<file path="src/rtl/cvr_pkg.sv">
package cvr_pkg;
    localparam int BYTE_W = 8;
    localparam logic [5:0] ADDR_UPPER = 6'b010100;
    localparam logic [4:0] HS_PREFIX  = 5'b00001;

    typedef enum logic [3:0] {
        ST_IDLE,
        ST_ADDR,
        ST_AACK_SET,
        ST_AACK_HOLD,
        ST_AACK_END,
        ST_TX,
        ST_TX_REL,
        ST_MACK,
        ST_MACK_END,
        ST_DONE
    } slv_state_e;
endpackage

</file>
<file path="src/rtl/cvr_line_mon.sv">
module cvr_line_mon #(
    parameter int STAGES = 2
) (
    input  logic clk,
    input  logic rst_n,
    input  logic scl_i,
    input  logic sda_i,
    output logic scl_s,
    output logic sda_s,
    output logic scl_rise,
    output logic scl_fall,
    output logic start_p,
    output logic stop_p
);
    logic [STAGES-1:0] scl_sync_d, scl_sync_q;
    logic [STAGES-1:0] sda_sync_d, sda_sync_q;
    logic              scl_prev_d, scl_prev_q;
    logic              sda_prev_d, sda_prev_q;

    always_comb begin
        scl_sync_d = {scl_sync_q[STAGES-2:0], scl_i};
        sda_sync_d = {sda_sync_q[STAGES-2:0], sda_i};
        scl_prev_d = scl_sync_q[STAGES-1];
        sda_prev_d = sda_sync_q[STAGES-1];
    end

    always_ff @(posedge clk or negedge rst_n) begin
        if (!rst_n) begin
            scl_sync_q <= '1;
            sda_sync_q <= '1;
            scl_prev_q <= 1'b1;
            sda_prev_q <= 1'b1;
        end else begin
            scl_sync_q <= scl_sync_d;
            sda_sync_q <= sda_sync_d;
            scl_prev_q <= scl_prev_d;
            sda_prev_q <= sda_prev_d;
        end
    end

    assign scl_s    = scl_sync_q[STAGES-1];
    assign sda_s    = sda_sync_q[STAGES-1];
    assign scl_rise = scl_s & ~scl_prev_q;
    assign scl_fall = ~scl_s & scl_prev_q;
    assign start_p  = scl_s & scl_prev_q & sda_prev_q & ~sda_s;
    assign stop_p   = scl_s & scl_prev_q & ~sda_prev_q & sda_s;
endmodule

</file>
<file path="src/rtl/cvr_frame_pack.sv">
module cvr_frame_pack #(
    parameter int RES_W = 12,
    parameter int CH_W  = 2
) (
    input  logic [RES_W-1:0] sample,
    input  logic [CH_W-1:0]  chan,
    output logic [7:0]       byte_hi,
    output logic [7:0]       byte_lo
);
    localparam int HI_BITS = RES_W - 8;
    localparam int PAD_W   = 8 - CH_W - HI_BITS;

    generate
        if (PAD_W > 0) begin : g_pad
            assign byte_hi = {{PAD_W{1'b0}}, chan, sample[RES_W-1:8]};
        end else begin : g_nopad
            assign byte_hi = {chan, sample[RES_W-1:8]};
        end
    endgenerate

    assign byte_lo = sample[7:0];
endmodule

</file>
<file path="src/rtl/conv_i2c_slave.sv">
module conv_i2c_slave
    import cvr_pkg::*;
#(
    parameter int RES_W       = 12,
    parameter int CH_W        = 2,
    parameter int SYNC_STAGES = 2
) (
    input  logic             clk,
    input  logic             rst_n,
    input  logic             scl_i,
    input  logic             sda_i,
    input  logic             dev_a0,
    input  logic [RES_W-1:0] sample_i,
    input  logic [CH_W-1:0]  chan_i,
    output logic             sda_oe,
    output logic             hs_mode,
    output logic             conv_start
);
    localparam int CNT_W = $clog2(BYTE_W + 1);
    localparam logic [CNT_W-1:0] LAST_BIT = CNT_W'(BYTE_W - 1);

    typedef struct packed {
        slv_state_e       state;
        logic [CNT_W-1:0] cnt;
        logic [7:0]       sh;
        logic             oe;
        logic             hs;
        logic             conv;
        logic             rw;
        logic             idx;
        logic [7:0]       hi;
        logic [7:0]       lo;
    } slv_regs_t;

    slv_regs_t r_d, r_q;

    logic scl_s, sda_s, scl_rise, scl_fall, start_p, stop_p;
    logic [7:0] frame_hi, frame_lo;
    logic [7:0] rx_byte;

    cvr_line_mon #(.STAGES(SYNC_STAGES)) u_mon (
        .clk(clk), .rst_n(rst_n), .scl_i(scl_i), .sda_i(sda_i),
        .scl_s(scl_s), .sda_s(sda_s), .scl_rise(scl_rise), .scl_fall(scl_fall),
        .start_p(start_p), .stop_p(stop_p)
    );

    cvr_frame_pack #(.RES_W(RES_W), .CH_W(CH_W)) u_pack (
        .sample(sample_i), .chan(chan_i), .byte_hi(frame_hi), .byte_lo(frame_lo)
    );

    assign rx_byte = {r_q.sh[6:0], sda_s};

    always_comb begin
        r_d      = r_q;
        r_d.conv = 1'b0;
        if (stop_p) begin
            r_d.state = ST_IDLE;
            r_d.oe    = 1'b0;
            r_d.hs    = 1'b0;
            r_d.cnt   = '0;
        end else if (start_p) begin
            r_d.state = ST_ADDR;
            r_d.oe    = 1'b0;
            r_d.cnt   = '0;
        end else begin
            unique case (r_q.state)
                ST_ADDR: if (scl_rise) begin
                    r_d.sh  = rx_byte;
                    r_d.cnt = r_q.cnt + 1'b1;
                    if (r_q.cnt == LAST_BIT) begin
                        if (rx_byte[7:1] == {ADDR_UPPER, dev_a0}) begin
                            r_d.state = ST_AACK_SET;
                            r_d.rw    = rx_byte[0];
                            r_d.hi    = frame_hi;
                            r_d.lo    = frame_lo;
                        end else begin
                            if (rx_byte[7:3] == HS_PREFIX) r_d.hs = 1'b1;
                            r_d.state = ST_DONE;
                        end
                    end
                end
                ST_AACK_SET: if (scl_fall) begin
                    r_d.oe    = 1'b1;
                    r_d.state = ST_AACK_HOLD;
                end
                ST_AACK_HOLD: if (scl_rise) begin
                    r_d.conv  = r_q.rw;
                    r_d.state = ST_AACK_END;
                end
                ST_AACK_END: if (scl_fall) begin
                    if (r_q.rw) begin
                        r_d.sh    = r_q.hi;
                        r_d.oe    = ~r_q.hi[7];
                        r_d.cnt   = '0;
                        r_d.idx   = 1'b0;
                        r_d.state = ST_TX;
                    end else begin
                        r_d.oe    = 1'b0;
                        r_d.state = ST_DONE;
                    end
                end
                ST_TX: begin
                    if (scl_rise) begin
                        r_d.cnt = r_q.cnt + 1'b1;
                        if (r_q.cnt == LAST_BIT) r_d.state = ST_TX_REL;
                    end else if (scl_fall) begin
                        r_d.sh = {r_q.sh[6:0], 1'b1};
                        r_d.oe = ~r_q.sh[6];
                    end
                end
                ST_TX_REL: if (scl_fall) begin
                    r_d.oe    = 1'b0;
                    r_d.state = ST_MACK;
                end
                ST_MACK: if (scl_rise) begin
                    if (!sda_s && !r_q.idx) r_d.state = ST_MACK_END;
                    else                    r_d.state = ST_DONE;
                end
                ST_MACK_END: if (scl_fall) begin
                    r_d.sh    = r_q.lo;
                    r_d.oe    = ~r_q.lo[7];
                    r_d.cnt   = '0;
                    r_d.idx   = 1'b1;
                    r_d.state = ST_TX;
                end
                default: r_d.oe = 1'b0;
            endcase
        end
    end

    always_ff @(posedge clk or negedge rst_n) begin
        if (!rst_n) begin
            r_q <= '{state: ST_IDLE, cnt: '0, sh: '0, oe: 1'b0, hs: 1'b0,
                     conv: 1'b0, rw: 1'b0, idx: 1'b0, hi: '0, lo: '0};
        end else begin
            r_q <= r_d;
        end
    end

    assign sda_oe     = r_q.oe;
    assign hs_mode    = r_q.hs;
    assign conv_start = r_q.conv;
endmodule


</file>
<file path="config.mk">
export PLATFORM = sky130hd
export DESIGN_NAME = conv_i2c_slave
export DESIGN_NICKNAME = d
export VERILOG_FILES = /design/src/rtl/cvr_pkg.sv /design/src/rtl/cvr_line_mon.sv /design/src/rtl/cvr_frame_pack.sv /design/src/rtl/conv_i2c_slave.sv
export SDC_FILE = /design/constraint.sdc
export NUM_CORES = 1
export LEC_CHECK = 0
export CAP_MARGIN = 20
export CELL_PAD_IN_SITES_DETAIL_PLACEMENT = 0
export CELL_PAD_IN_SITES_GLOBAL_PLACEMENT = 2
export CORE_MARGIN = 3
export CORE_UTILIZATION = 40
export CTS_CLUSTER_SIZE = 16
export DETAILED_ROUTE_END_ITERATION = 7
export PLACE_DENSITY_LB_ADDON = 0.1
export SKIP_LAST_GASP = 1
export SLEW_MARGIN = 20
export SYNTH_ARGS = -nofsm -noshare
export SYNTH_HDL_FRONTEND = slang
export SYNTH_SLANG_ARGS = --single-unit
</file>
<file path="constraint.sdc">
create_clock -name clk -period 5.1 [get_ports clk]
set_input_delay 1.02 -clock clk [delete_from_list [all_inputs] [get_ports clk]]
set_output_delay 1.02 -clock clk [all_outputs]
set_load 0.05 [all_outputs]
</file>
==> results.sh <==
export IMPL_crit_type="reg2reg"
export IMPL_pwr_density_cell_nw_per_um2=318
export IMPL_cell_row_count=27
export IMPL_clkSinkCount=40
export IMPL_postCtsSetupBuffers=0
export IMPL_timing_max_slew_rel_slack_pct=30.5
export IMPL_fmax_mhz=390
export IMPL_crit_chain="nand2b_1 > a21o_1 > o21ai_1 > nand4b_4 > mux2_2"
export IMPL_max_vdd_ir_drop_mv=0.153
export IMPL_r2r_cells=5
export IMPL_crit_fanout=32
export IMPL_grt_pass1_wl_um=9240
export IMPL_muxShareOfSynthArea_pct=12.9
export IMPL_dp_cells=316
export IMPL_syn_inst=237
export IMPL_final_core_utilization_pct=47.8
export IMPL_synth_edf_count=0
export IMPL_areaGrowthSynthToFinish_pct=13.3
export IMPL_post_synth_main_area_contributors="sky130_fd_sc_hd__dfrtp_1, sky130_fd_sc_hd__dfstp_2, sky130_fd_sc_hd__mux2_4"
export IMPL_crit_reg2reg_capture="r_q[25]"
export IMPL_synth_async_sr_flop_share_pct=100
export IMPL_grt_max_degree=41
export IMPL_layout_cells_sized_above_1_pct=19.0
export IMPL_final_period_utilization_pct=50.2
export IMPL_detailedRoute_firstIterationViolations=112
export IMPL_synth_compound_area_share_pct=20.5
export IMPL_post_synthesis_simple_gate_area_fraction_pct=18.0
export IMPL_dominantRegCellSynth="sky130_fd_sc_hd__dfrtp_1"
export IMPL_total_negative_slack_for_setup_checks_ps=0
export IMPL_syn_num_nets=257
export IMPL_die_h_um=83.1
export IMPL_nets=271
export IMPL_crit_path_largest_cell_delay_ps=1030
export IMPL_avgViaCountPerCell=5.72
export IMPL_netlist_top_cell_by_area="sky130_fd_sc_hd__dfrtp_1"
export IMPL_synth_top_cell_area_share_pct=35.8
export IMPL_hold_viol_final=0
export IMPL_hold_start="u_mon.scl_sync_q[0]"
export IMPL_critPathBufInv=0
export IMPL_gr_total_overflow=0
export IMPL_max_cap_violations=0
export IMPL_syn_avg_cell_area_um2=10.0
export IMPL_unrepaired_setup_endpoints_after_global_routing="no"
export IMPL_setup_viol_count_final=0
export IMPL_ctsResizeCount=0
export IMPL_port_buffers=21
export IMPL_synth_cell_types=53
export IMPL_yosys_area_share_adder_pct=0.526
export IMPL_die_width_um=83.1
export IMPL_cts_hold_buffers=0
export IMPL_worst_path_dominant_cell_family="flip-flops"
export IMPL_cts_root_buffer="sky130_fd_sc_hd__clkbuf_8"
export IMPL_layoutNonFillerInstCount=324
export IMPL_first_pass_iters=4
export IMPL_worst_hold_path_endpoint="u_mon.scl_sync_q[1]"
export IMPL_gp_congestion=0.713
export IMPL_residual_drc_count=0
export IMPL_post_drt_wl_per_cell_um=16.7
export IMPL_design_die_area_um2=6910
export IMPL_worst_hold_slack_ps=361
export IMPL_vias=1854
export IMPL_synth_yosys_warnings=0
export IMPL_cp_end_kind="flop"
export IMPL_timing_critical_path_required_ps=5280
export IMPL_worst_pin_slew_ps=1040
export IMPL_status="complete, no violations"
export IMPL_core_region_area_um2=5640
export IMPL_hold_path_class="reg2reg"
export IMPL_worst_skew_pair_late_latency_ps=290
export IMPL_antenna_diode_count=0
export IMPL_clk_pin_slew_ps=80
export IMPL_half_perimeter_wire_length_of_the_detailed_placement_result_um=3770
export IMPL_post_synth_instance_area_um2=2380
export IMPL_skew_ps=9.68
export IMPL_ioPinCount=22
export IMPL_regToRegStartpoint="r_q[36]"
export IMPL_critical_path_slowest_cell="sky130_fd_sc_hd__dfrtp_1"
export IMPL_reg2reg_slack_ps=2540
export IMPL_antenna_left=0
export IMPL_synth_yosys_seq_area_share_pct=42.4
export IMPL_grt_pass1_vias=1756
export IMPL_final_max_tran_viols=0
export IMPL_final_period_minus_worst_setup_slack_ps=2560
export IMPL_grt_antenna_before_repair=0
export IMPL_synth_xor_area_share_pct=1.47
export IMPL_cp_start_kind="flop"
export IMPL_synth_seq_cells=40
export IMPL_synth_top_family_by_area="compound AO/OA/AOI/OAI gates"
export IMPL_nFillCells=522
export IMPL_leakage_nw=1.17
export IMPL_cts_tree="done"
export IMPL_worstHoldPathCells=0
export IMPL_cp_arrival_ps=2750
export IMPL_cts_h_tree_depth=2
export IMPL_initial_utilization_pct=42.2
export IMPL_tritoncts_num_buffers=5
export IMPL_totalWireLength_um=5430
export IMPL_globalRouteTotalUtil_pct=16.6
export IMPL_clockBufferDepth=2
==> Yosys cell counts, types with 2 or more instances <==
library cell,number
sky130_fd_sc_hd__dfrtp_1,34
sky130_fd_sc_hd__a21oi_1,23
sky130_fd_sc_hd__nor2_1,19
sky130_fd_sc_hd__o21ai_0,16
sky130_fd_sc_hd__mux2_2,13
sky130_fd_sc_hd__mux2_4,10
sky130_fd_sc_hd__nand2_1,9
sky130_fd_sc_hd__nand3_1,8
sky130_fd_sc_hd__o22ai_1,8
sky130_fd_sc_hd__clkbuf_1,7
sky130_fd_sc_hd__nor3_1,7
sky130_fd_sc_hd__a22o_1,6
sky130_fd_sc_hd__buf_2,6
sky130_fd_sc_hd__dfstp_2,6
sky130_fd_sc_hd__o211ai_1,6
sky130_fd_sc_hd__or3_1,5
sky130_fd_sc_hd__inv_1,4
sky130_fd_sc_hd__a21o_1,3
sky130_fd_sc_hd__nand2b_1,3
sky130_fd_sc_hd__nor2b_1,3
sky130_fd_sc_hd__xor2_1,3
sky130_fd_sc_hd__a2bb2oi_1,2
sky130_fd_sc_hd__buf_4,2
sky130_fd_sc_hd__nand4b_1,2
sky130_fd_sc_hd__o21bai_1,2
sky130_fd_sc_hd__o31ai_1,2
sky130_fd_sc_hd__or3b_1,2
==> worst max path at each step <==
stage,startpoint,endpoint,slack (ps),cells after the start
2_1_floorplan,dev_a0,r_q[0],2990,5
3_3_place_gp,dev_a0,r_q[1],2440,5
3_5_place_dp,dev_a0,r_q[33],2430,6
4_1_cts,r_q[36],r_q[26],2590,5
5_1_grt,r_q[36],r_q[22],2370,5
6_report,r_q[36],r_q[25],2540,5
==> layer usage <==
| layer | GRT usage [%] | vias to the layer above | part of all wire (%) |
|---|---|---|---|
| met3 | 3.37 | 2 | 3.6 |
| met2 | 25.5 | 40 | 45 |
| met5 | 0 | - | 0 |
| li1 | - | 905 | - |
| met4 | 4.16 | 0 | 0.46 |
| met1 | 23.9 | 907 | 51 |
==> flip-flops by register name (all words and copies together), names as in the netlist <==
signal            cells
sda_oe                1
conv_start            1
r_q                  31
hs_mode               1
u_mon.scl_prev_q      1
u_mon.scl_sync_q      2
u_mon.sda_prev_q      1
u_mon.sda_sync_q      2
==> where the power goes <==
part | switching [mW] | leakage [nW] | total [mW] | internal (mW)
logic | 0.123 | 0.603 | 0.238 | 0.116
registers | 0.0513 | 0.527 | 0.407 | 0.356
clock network | 0.116 | 0.0414 | 0.213 | 0.0973
total | 0.290 | 1.17 | 0.859 | 0.569
==> through the flow <==
| stage | area, um^2 | power (mW) | setup slack, ps |
|---|---|---|---|
| after global routing | 2700 | 0.915 | 2370 |
| after detailed placement | 2610 | 0.652 | 2430 |
| final | 2700 | 0.859 | 2540 |
| after floorplan | 2380 | 0.584 | 2990 |
| after CTS | 2700 | 0.867 | 2590 |
| after global placement | 2610 | 0.654 | 2440 |
==> area by class of cell <==
type / instances / area (um^2) / share of cell area [%]
Clock inverter: 2 / 16.3 / 0.603
Inverter: 5 / 18.8 / 0.696
Multi-Input combinational cell: 176 / 1270 / 47.1
Clock buffer: 6 / 72.6 / 2.69
Tap cell: 72 / 90.1 / 3.34
Sequential cell: 40 / 1010 / 37.4
Timing Repair Buffer: 23 / 220 / 8.17
==> cells in the final DEF, fill, tap and decap left out, types with 8 or more instances in the layout <==
cell type / instances
sky130_fd_sc_hd__nand3_1: 8
sky130_fd_sc_hd__o21ai_0: 16
sky130_fd_sc_hd__clkdlybuf4s50_1: 20
sky130_fd_sc_hd__o22ai_1: 8
sky130_fd_sc_hd__a21oi_1: 23
sky130_fd_sc_hd__nor2_1: 19
sky130_fd_sc_hd__mux2_2: 13
sky130_fd_sc_hd__mux2_4: 10
sky130_fd_sc_hd__nand2_1: 9
sky130_fd_sc_hd__dfrtp_1: 34
==> kinds of logic (layout without fill, tap and decap cells) <==
logic type / after synthesis / count (layout)
AOI/OAI and AO/OA: 77 / 77
xor gates and xnor gates: 4 / 4
adders and majority gates: 1 / 1
buffers and inverters: 21 / 36
DFF: 40 / 40
muxes: 24 / 24
and+or+nand+nor: 70 / 70
Power figures use the tool's default switching activity.
